--- src/rtl/pair_pkg.sv ---
package pair_pkg;
  localparam int CLS_W = 3;

  localparam logic [CLS_W-1:0] CLS_INT   = 3'd1;
  localparam logic [CLS_W-1:0] CLS_FPMEM = 3'd2;
  localparam logic [CLS_W-1:0] CLS_FPC   = 3'd3;

  typedef struct packed {
    logic to_fp;   // routed to floating-point compute pipe
    logic solo;    // may not take part in a pair
  } steer_t;
endpackage

--- src/rtl/pair_slot_class.sv ---
module pair_slot_class
  import pair_pkg::*;
(
  input  logic [CLS_W-1:0] cls,
  output steer_t           steer
);
  always_comb begin
    steer = '{to_fp: 1'b0, solo: 1'b0};
    unique case (cls)
      CLS_INT, CLS_FPMEM: steer.to_fp = 1'b0;
      CLS_FPC:            steer.to_fp = 1'b1;
      default:            steer.solo  = 1'b1;
    endcase
  end
endmodule

--- src/rtl/pair_raw_check.sv ---
module pair_raw_check #(
  parameter int REG_W = 6
) (
  input  logic             older_wr,
  input  logic [REG_W-1:0] older_dst,
  input  logic [REG_W-1:0] young_src_a,
  input  logic [REG_W-1:0] young_src_b,
  output logic             hit
);
  logic [1:0] match;
  always_comb begin
    match[0] = (young_src_a == older_dst);
    match[1] = (young_src_b == older_dst);
    hit      = older_wr && (|match);
  end
endmodule

--- src/rtl/pair_select.sv ---
module pair_select
  import pair_pkg::*;
#(
  parameter int TAG_W = 8
) (
  input  logic             stall,
  input  logic             v0,
  input  logic             v1,
  input  steer_t           st0,
  input  steer_t           st1,
  input  logic             raw_hit,
  input  logic [TAG_W-1:0] tag0,
  input  logic [TAG_W-1:0] tag1,
  output logic             int_v,
  output logic [TAG_W-1:0] int_t,
  output logic             fp_v,
  output logic [TAG_W-1:0] fp_t,
  output logic [1:0]       cnt
);
  logic go0, pair;

  always_comb begin
    go0  = v0 && !stall;
    pair = go0 && v1 && !st0.solo && !st1.solo &&
           (st0.to_fp != st1.to_fp) && !raw_hit;

    int_v = 1'b0;
    int_t = '0;
    fp_v  = 1'b0;
    fp_t  = '0;

    if (go0 && !st0.to_fp) begin
      int_v = 1'b1;
      int_t = tag0;
    end else if (pair && !st1.to_fp) begin
      int_v = 1'b1;
      int_t = tag1;
    end

    if (go0 && st0.to_fp) begin
      fp_v = 1'b1;
      fp_t = tag0;
    end else if (pair && st1.to_fp) begin
      fp_v = 1'b1;
      fp_t = tag1;
    end

    cnt = !go0 ? 2'd0 : (pair ? 2'd2 : 2'd1);
  end
endmodule

--- src/rtl/dual_issue_pair.sv ---
module dual_issue_pair
  import pair_pkg::*;
#(
  parameter int REG_W = 6,
  parameter int TAG_W = 8
) (
  input  logic             clk,
  input  logic             rst,
  input  logic             stall,
  input  logic             s0_valid,
  input  logic [2:0]       s0_cls,
  input  logic [REG_W-1:0] s0_dst,
  input  logic             s0_wr,
  input  logic [TAG_W-1:0] s0_tag,
  input  logic             s1_valid,
  input  logic [2:0]       s1_cls,
  input  logic [REG_W-1:0] s1_src_a,
  input  logic [REG_W-1:0] s1_src_b,
  input  logic [TAG_W-1:0] s1_tag,
  output logic             int_issue,
  output logic [TAG_W-1:0] int_tag,
  output logic             fp_issue,
  output logic [TAG_W-1:0] fp_tag,
  output logic [1:0]       consumed
);
  localparam int SLOTS = 2;

  logic [CLS_W-1:0] cls_arr [SLOTS];
  steer_t           steer   [SLOTS];
  logic             raw_hit;
  logic             n_int_v, n_fp_v;
  logic [TAG_W-1:0] n_int_t, n_fp_t;
  logic [1:0]       n_cnt;

  assign cls_arr[0] = s0_cls;
  assign cls_arr[1] = s1_cls;

  for (genvar g = 0; g < SLOTS; g++) begin : g_slot
    pair_slot_class u_cls (
      .cls   (cls_arr[g]),
      .steer (steer[g])
    );
  end

  pair_raw_check #(.REG_W(REG_W)) u_raw (
    .older_wr    (s0_wr),
    .older_dst   (s0_dst),
    .young_src_a (s1_src_a),
    .young_src_b (s1_src_b),
    .hit         (raw_hit)
  );

  pair_select #(.TAG_W(TAG_W)) u_sel (
    .stall   (stall),
    .v0      (s0_valid),
    .v1      (s1_valid),
    .st0     (steer[0]),
    .st1     (steer[1]),
    .raw_hit (raw_hit),
    .tag0    (s0_tag),
    .tag1    (s1_tag),
    .int_v   (n_int_v),
    .int_t   (n_int_t),
    .fp_v    (n_fp_v),
    .fp_t    (n_fp_t),
    .cnt     (n_cnt)
  );

  always_ff @(posedge clk) begin
    if (rst) begin
      int_issue <= 1'b0;
      int_tag   <= '0;
      fp_issue  <= 1'b0;
      fp_tag    <= '0;
      consumed  <= 2'd0;
    end else begin
      int_issue <= n_int_v;
      int_tag   <= n_int_t;
      fp_issue  <= n_fp_v;
      fp_tag    <= n_fp_t;
      consumed  <= n_cnt;
    end
  end
endmodule

--- config.mk ---
export PLATFORM = sky130hd
export DESIGN_NAME = dual_issue_pair
export DESIGN_NICKNAME = d
export VERILOG_FILES = /design/src/rtl/pair_pkg.sv /design/src/rtl/pair_slot_class.sv /design/src/rtl/pair_raw_check.sv /design/src/rtl/pair_select.sv /design/src/rtl/dual_issue_pair.sv
export SDC_FILE = /design/constraint.sdc
export NUM_CORES = 1
export LEC_CHECK = 0
export ABC_AREA = 1
export BUFFER_PORTS_ARGS = -buffer_cell sky130_fd_sc_hd__buf_2
export CORE_MARGIN = 2
export CORE_UTILIZATION = 40
export CTS_CLUSTER_SIZE = 25
export DETAILED_ROUTE_END_ITERATION = 10
export PLACE_DENSITY = 0.75
export SYNTH_ARGS = -nofsm -noshare
export SYNTH_HDL_FRONTEND = slang
export SYNTH_SLANG_ARGS = --single-unit
--- constraint.sdc ---
create_clock -name clk -period 3.4 [get_ports clk]
set_input_delay 0.68 -clock clk [delete_from_list [all_inputs] [get_ports clk]]
set_output_delay 0.68 -clock clk [all_outputs]
set_load 0.005 [all_outputs]
### Word level (Yosys, flattened, before mapping)

Index checks and enable logic that the tools add are counted.

| operators by class | value |
|---|---|
| equal/unequal tests | 9 |
| muxes and demuxes | 11 |
| bitwise operators | 1 |
| reductions and logical operators | 19 |

Operators with widths:

| operator | count |
|---|---|
| $mux 8 | 4 |
| $eq 3x2->1 const B | 4 |
| $eq 6x6->1 | 2 |
| $logic_and 1x1->1 | 11 |
| $eq 3x1->1 const B | 2 |
| $mux 1 | 6 |
| $reduce_or 3->1 | 2 |
| $logic_not 1->1 | 4 |
| $reduce_or 2->1 | 2 |
| $mux 2 | 1 |
| $ne 1x1->1 | 1 |
| $not 1->1 | 1 |

| word-level totals | value |
|---|---|
| bits in registers | 20 |
| bits of input ports | 46 |
| output and inout bits | 20 |
| logic and storage cells | 45 |

### Logic depth before layout (Yosys ltp)

Gate-level depths: netlist of the first run.

| logic depth | value |
|---|---|
| word-level depth | 10 |
| gate-level depth with buffers | 10 |
| gate-level depth less buffers | 9 |

### Hierarchy

A second synthesis of the first run with hierarchy kept.

| unflattened totals | value |
|---|---|
| cells, all modules | 233 |
| area total of the unflattened synthesis | 1,336.3 sq um |

Modules (own cells, without submodules):

| module | instances | cells an instance | area each (sq um) | sequential area each (sq um) |
|---|---|---|---|---|
| dual_issue_pair | 1 | 62 | 573.0 | 400.4 |
| pair_select | 1 | 102 | 479.2 | 0.0 |
| pair_raw_check | 1 | 61 | 246.5 | 0.0 |
| pair_slot_class | 2 | 4 | 18.8 | 0.0 |

### Worst setup path after synthesis of the first run

No wires, ideal clock.

| timing | value |
|---|---|
| path type | in2reg |
| start | in s0_cls[0] |
| end | reg fp_tag[5] |
| library setup time | 0.070 ns |
| arrival | 1.573 ns |
| data required time | 3.330 ns |
| setup slack | 1.757 ns |
| stages on the path | 8 |
| path buffers | 1 |
| cell sequence | inv_1 nor2_1 nand2_2 xnor2_1 nor2_4 buf_6 nand4_1 a21oi_1 |

| on the way | value |
|---|---|
| word-level cells in the longest chain between the ends | 9 |
| elaborated cells between the ends (all ways) | 14 |
| those cells by class | eq/ne: 4; mux: 3; reduce/logical: 7 |

Ends and longest elaborated chain:

| what | line | RTL |
|---|---|---|
| from (decl) | dual_issue_pair.sv:11 | `input logic [2:0] s0_cls,` |
| $eq 3x1->1 / $eq 3x2->1 (equally long branches) | pair_slot_class.sv:9 | `unique case (cls)` |
| $reduce_or 3->1 (no line) | -- |  |
| $logic_and 1x1->1 (3 in a row) | pair_select.sv:24 | `pair = go0 && v1 && !st0.solo && !st1.solo &&` |
| $logic_and 1x1->1 | pair_select.sv:25 | `(st0.to_fp != st1.to_fp) && !raw_hit;` |
| $logic_and 1x1->1 | pair_select.sv:43 | `end else if (pair && st1.to_fp) begin` |
| $mux 8 | pair_select.sv:43 |  |
| $mux 8 * | pair_select.sv:40 | `if (go0 && st0.to_fp) begin` |
| to (signal assigned) | dual_issue_pair.sv:80 | `fp_tag <= n_fp_t;` |
| to (decl) | dual_issue_pair.sv:23 | `output logic [TAG_W-1:0] fp_tag,` |

Every way passes the cells marked *; elsewhere a longest branch is shown, timed or not.
A chain may end at the register's enable or synchronous reset.

### Final worst setup path of the first run

| timing | value |
|---|---|
| start | in s1_cls[2] |
| end | reg int_tag[7] |

| on the way | value |
|---|---|
| word-level cells in the longest chain between the ends | 8 |
| elaborated cells between the ends (all ways) | 13 |
| those cells by class | eq/ne: 4; mux: 3; reduce/logical: 6 |

Ends and longest elaborated chain:

| what | line | RTL |
|---|---|---|
| from (decl) | dual_issue_pair.sv:16 | `input logic [2:0] s1_cls,` |
| $eq 3x2->1 / $eq 3x1->1 (equally long branches) | pair_slot_class.sv:9 |  |
| $mux 1 / $reduce_or 3->1 (equally long branches) | -- |  |
| $ne 1x1->1 / $logic_and 1x1->1 (equally long branches) | pair_select.sv:25, pair_select.sv:24 |  |
| $logic_and 1x1->1 | pair_select.sv:24 |  |
| $logic_and 1x1->1 | pair_select.sv:25 |  |
| $logic_and 1x1->1 * | pair_select.sv:35 | `end else if (pair && !st1.to_fp) begin` |
| $mux 8 * | pair_select.sv:35 |  |
| $mux 8 * | pair_select.sv:32 | `if (go0 && !st0.to_fp) begin` |
| to (signal assigned) | dual_issue_pair.sv:78 | `int_tag <= n_int_t;` |
| to (decl) | dual_issue_pair.sv:21 | `output logic [TAG_W-1:0] int_tag,` |

Marked as above.

==> flow_metrics.env, run 1 <==
export IMPL_seq_area_frac_synth=0.369
export IMPL_fp_dieH_um=56.1
export IMPL_path_buf_inv=1
export IMPL_max_cap_violations=0
export IMPL_rsz0062_at_grt="no"
export IMPL_combPwrFrac=0.176
export IMPL_synth_top_area_cell="dfxtp_1"
export IMPL_nets=277
export IMPL_p_sw_frac=0.254
export IMPL_clk_pin_slew_ns=0.11
export IMPL_yosys_register_bits=20
export IMPL_core_sq_um=2520
export IMPL_pwr_share_clk=0.298
export IMPL_area_delta_synth_final_pct=32.4
export IMPL_drt_iter0_markers=65
export IMPL_path_cells="buf_2 > nor2_1 > nand2_1 > xnor2_1 > nor2_4 > nand4_1 > a21oi_1"
export IMPL_grt_pass1_wl_mm=4.37
export IMPL_track_usage=0.171
export IMPL_synth_top_area_frac=0.369
export IMPL_hold_viol=0
export IMPL_pwr_density_cell_nw_per_um2=316
export IMPL_cts_buffers=3
export IMPL_drc=0
export IMPL_syn_nets=212
export IMPL_grt_max_degree=21
export IMPL_post_cts_buffers=0
export IMPL_max_stage_delay_ns=0.34
export IMPL_power_leakage_nw=0.805
export IMPL_ir_drop_mv=0.354
export IMPL_hold_class="input port to flop"
export IMPL_fp_dieW_um=56.1
export IMPL_slew_violations=0
export IMPL_p_int_uw=339
export IMPL_wl_per_cell_um=9.73
export IMPL_p_seq_frac=0.526
export IMPL_worst_setup_path_type="input port to flop"
export IMPL_dieArea_sq_um=3150
export IMPL_final_min_clock_period_ns=1.79
export IMPL_path_max_fanout=19
export IMPL_via_per_inst=4.68
export IMPL_cp_start_kind="input port"
export IMPL_max_freq_ghz=0.557
export IMPL_gp_congestion=0.779
export IMPL_ys_types=20
export IMPL_critical_path_startpoint="s1_cls[2]"
export IMPL_fin_crit_sh=0.528
export IMPL_grt_overflow=0
export IMPL_cts_tree="done"
export IMPL_worstPathRequired_ns=3.63
export IMPL_row_count=18
export IMPL_hp_start="s0_tag[0]"
export IMPL_mostFrequentLayoutCells="buf_2 (65), nand2_1 (55), inv_1 (26)"
export IMPL_arrival_ns=2.02
export IMPL_slowest_stage="nor2_4"
export IMPL_place_port_buffers=65
export IMPL_antenna_left=0
export IMPL_layout_drive_gt1_share=0.330
export IMPL_layout_commonest_cell="buf_2"
export IMPL_syn_inst=166
export IMPL_synth_area_leaders="dfxtp_1 (37%), nand2_1 (19%), nand4_1 (9.2%), inv_1 (9.0%), a21oi_1 (8.3%)"
export IMPL_clock_path_buffers=2
export IMPL_end_kind="flop"
export IMPL_setup_viol=0
export IMPL_grt_pass1_vias=1086
export IMPL_setup_ws_ns=1.61
export IMPL_cts_sinks=20
export IMPL_tns_ns=0
export IMPL_routed_wl_mm=2.53
export IMPL_cp_top_family="simple AND/OR/NAND/NOR gates"
export IMPL_pre_cts_slack_ns=1.30
export IMPL_diodes=0
export IMPL_holdBufCountCts=0
export IMPL_hpwl_mm=2.01
export IMPL_clock_root_buffer="clkbuf_4"
export IMPL_h_tree_depth=1
export IMPL_vias=1216
export IMPL_ctsResizeCount=0
export IMPL_dr_pass1_iters=4
export IMPL_power_switching_uw=116
export IMPL_slew_limit_headroom=0.739
export IMPL_syn_area_sq_um=1090
export IMPL_fill_cells=264
export IMPL_boundaryPins=66
export IMPL_tightest_slew_ns=0.391
export IMPL_synth_warnings=0
export IMPL_antenna_found_initial=0
export IMPL_status="completed"
export IMPL_initial_core_util=0.431
export IMPL_syn_mean_instance_area_sq_um=6.54
[synth_stat cells]
| cell type | n |
|---|---|
| nor2_4 | 1 |
| xnor2_1 | 1 |
| dfxtp_1 | 20 |
| nor2_2 | 2 |
| a21oi_2 | 1 |
| nand4_2 | 1 |
| nand3_1 | 4 |
| nand4_1 | 16 |
| clkbuf_4 | 1 |
| nor3b_1 | 1 |
| clkbuf_1 | 1 |
| nor3_1 | 1 |
| buf_6 | 2 |
| nor2_1 | 11 |
| a21oi_1 | 18 |
| nand2_1 | 55 |
| clkbuf_8 | 1 |
| clkinv_1 | 1 |
| nand2_2 | 2 |
| inv_1 | 26 |
[final cells by class]
class                      count  area (sq um)  share of cell area
tap                           30          37.5              0.0261
multi-input combinational    114           537               0.373
clock buffer                   4          36.3              0.0252
inverter                      27           101              0.0705
timing repair buffer          65           325               0.226
sequential                    20           400               0.279
[cells by family after synthesis]
group | Yosys count | synth area share
and+or+nand+nor | 94 | 0.395
buffers and inverters | 32 | 0.137
DFF | 20 | 0.369
AOI/OAI and AO/OA | 19 | 0.0910
xor gates and xnor gates | 1 | 0.00807
[layer usage]
metal / global-route usage / up-vias / share of wire
met4: 0.0612 / 0 / 0.017
met2: 0.286 / 62 / 0.46
met5: 0 / - / 0
met1: 0.203 / 496 / 0.42
met3: 0.0581 / 6 / 0.10
li1: - / 652 / -
[path summary, 6_finish.rpt]
check / end / slack, ns / depth (start not counted)
worst max-delay path: int_tag[7] / 1.61 / 7
worst min-delay path: int_tag[0] / 0.63 / 3
[power groups by stage]
stage	clock network (mW)	registers (mW)	logic, mW
6_report	0.135	0.239	0.0801
5_1_grt	0.151	0.240	0.0927
4_1_cts	0.140	0.239	0.0805
3_5_place_dp	0	0.245	0.0800
3_3_place_gp	0	0.244	0.0789
2_1_floorplan	0	0.245	0.0399
[stage by stage]
step                      hold WS (ns)  std cells  cell area [sq um]  utilization  power [mW]
after global placement           0.949        256               1400        0.556       0.323
after floorplan                  0.825        166               1090            -       0.285
after CTS                        0.618        260               1440        0.570       0.459
after global routing             0.617        260               1440        0.570       0.484
after detailed placement         0.952        256               1400        0.556       0.325
final                            0.627        260               1440        0.570       0.454
[registers in the layout, indices dropped and copies added (netlist names)]
signal	count
int_issue	1
fp_issue	1
fp_tag	8
int_tag	8
consumed	2
Note: power is estimated with default switching activity, not from simulation.
==> inputs of run 2 (changes only) <==
- CORE_UTILIZATION: 40 -> 38
- clock period: 3.4 -> 1.5 ns (I/O delays scaled with it)
==> run 2 against run 1 <==
Net effect:
- cell area up 0.17%
- power grew 110%
- flip-flop and latch count unchanged
- critical path depth unchanged
- non-clock buffer count increased by 2
- combinational power grew 130%
- global-route usage decreased by 0.96 points
- final cell count grew 0.77%
- core utilization fell by 4.3 points
- sequential power increased by 130%
- die area grew 4.9%
- critical path type unchanged
==> flow_metrics.env, run 2 (same netlist as run 1, synthesis figures left out) <==
export IMPL_mostFrequentLayoutCells="buf_2 (65), nand2_1 (55), inv_1 (26)"
export IMPL_use_met2=0.266
export IMPL_fp_dieH_um=57.5
export IMPL_boundaryPins=66
export IMPL_final_min_clock_period_ns=1.19
export IMPL_min_to="fp_tag[3]"
export IMPL_worst_setup_path_type="input port to flop"
export IMPL_hold_viol=0
export IMPL_postLayoutCellArea_sq_um=1440
export IMPL_slew_violations=0
export IMPL_ir_drop_mv=0.785
export IMPL_hold_slack_ns=0.254
export IMPL_cts_buffers=3
export IMPL_p_int_uw=715
export IMPL_drt_iter0_markers=33
export IMPL_post_cts_buffers=0
export IMPL_p_seq_frac=0.564
export IMPL_gr_usage_met3=0.0499
export IMPL_row_count=19
export IMPL_clock_path_buffers=2
export IMPL_power_leakage_nw=0.807
export IMPL_cts_tree="done"
export IMPL_clk_pin_slew_ns=0.10
export IMPL_cp_start_kind="input port"
export IMPL_p_sw_frac=0.256
export IMPL_grt_max_degree=21
export IMPL_max_cap_violations=0
export IMPL_diodes=0
export IMPL_pwr_density_cell_nw_per_um2=667
export IMPL_nets=279
export IMPL_rsz0062_at_grt="no"
export IMPL_routed_wl_mm=2.44
export IMPL_dieArea_sq_um=3300
export IMPL_area_delta_synth_final_pct=32.6
export IMPL_multiInputGateArea_sq_um=537
export IMPL_slew_limit_headroom=0.734
export IMPL_grt_pass1_vias=1065
export IMPL_ctsResizeCount=0
export IMPL_hp_start="s0_tag[3]"
export IMPL_initial_core_util=0.397
export IMPL_place_port_buffers=65
export IMPL_layout_drive_gt1_share=0.333
export IMPL_drc=0
export IMPL_pwr_share_clk=0.247
export IMPL_hpwl_mm=1.92
export IMPL_fill_cells=274
export IMPL_layout_commonest_cell="buf_2"
export IMPL_fin_crit_sh=0.793
export IMPL_h_tree_depth=1
export IMPL_end_kind="flop"
export IMPL_dr_pass1_iters=4
export IMPL_grt_overflow=0
export IMPL_track_usage=0.162
export IMPL_antenna_found_initial=0
export IMPL_hold_class="input port to flop"
export IMPL_arrival_ns=1.37
export IMPL_power_switching_uw=246
export IMPL_core_sq_um=2730
export IMPL_grt_pass1_wl_mm=4.36
export IMPL_dpl_cell_area_sq_um=1420
export IMPL_vias=1205
export IMPL_reg_top3="fp_tag (8), int_tag (8), consumed (2)"
export IMPL_via_per_inst=4.60
export IMPL_grt_use_met1=0.215
export IMPL_setup_viol=0
export IMPL_hold_depth=3
export IMPL_wl_per_cell_um=9.32
export IMPL_clock_root_buffer="clkbuf_4"
export IMPL_seqCellArea_sq_um=400
export IMPL_top_usage_layer="met2"
export IMPL_cts_sinks=20
export IMPL_path_max_fanout=19
export IMPL_combPwrFrac=0.190
export IMPL_max_freq_ghz=0.841
export IMPL_gp_congestion=0.720
export IMPL_tightest_slew_ns=0.398
export IMPL_status="completed"
export IMPL_holdBufCountCts=0
export IMPL_worstPathRequired_ns=1.68
export IMPL_antenna_left=0
export IMPL_fp_dieW_um=57.5
## run 2: changes by cell type in the layout (fill, tap and decap cells not counted)
cell	delta
clkbuf_8	-1
buf_4	+2
## run 2: how the worst max path moves through the flow
stage                          from           to  cells after the start  slack, ns
after global placement    s0_cls[0]  consumed[0]                      8       0.04
after global routing      s0_cls[0]  consumed[0]                      8       0.17
after CTS                 s0_cls[2]    fp_tag[6]                      7       0.31
after floorplan           s0_cls[0]    fp_tag[5]                      8       0.24
final                     s0_cls[2]  consumed[0]                      7       0.31
after detailed placement  s0_cls[2]  consumed[0]                      7     -0.005
## run 2: stage by stage
| step | setup TNS [ns] | cells | utilization | setup slack [ns] | power [mW] |
|---|---|---|---|---|---|
| 6_report | 0 | 262 | 0.527 | 0.310 | 0.961 |
| 5_1_grt | 0 | 262 | 0.527 | 0.168 | 1.03 |
| 4_1_cts | 0 | 262 | 0.527 | 0.312 | 0.968 |
| 3_5_place_dp | -0.00550 | 259 | 0.519 | -0.00550 | 0.737 |
| 3_3_place_gp | 0 | 259 | 0.519 | 0.0441 | 0.735 |
| 2_1_floorplan | 0 | 166 | - | 0.237 | 0.647 |
## run 2: final cells by class
class / instances / area share
Inverter: 27 / 0.0704
Sequential cell: 20 / 0.278
Multi-Input combinational cell: 114 / 0.373
Clock buffer: 3 / 0.0156
Timing Repair Buffer: 67 / 0.236
Tap cell: 31 / 0.0269
## run 2: worst max-delay path: stages
cell     delay [ns]
buf_2          0.11
nor2_1         0.12
nand2_2        0.08
xnor2_1        0.17
nor2_4         0.32
nand2_1        0.12
nor3b_1        0.15
## run 2: per-layer routing
layer | vias to the layer above | part of all wire
met5 | - | 0
met4 | 0 | 0
met3 | 0 | 0.092
met2 | 51 | 0.45
met1 | 498 | 0.46
li1 | 656 | -
## run 2: power groups by stage
stage                     clock network [mW]  logic, mW  registers [mW]
final                                  0.237      0.182           0.542
after global routing                   0.276      0.214           0.543
after CTS                              0.243      0.183           0.542
after detailed placement                   0      0.183           0.554
after global placement                     0      0.181           0.554
after floorplan                            0     0.0904           0.556
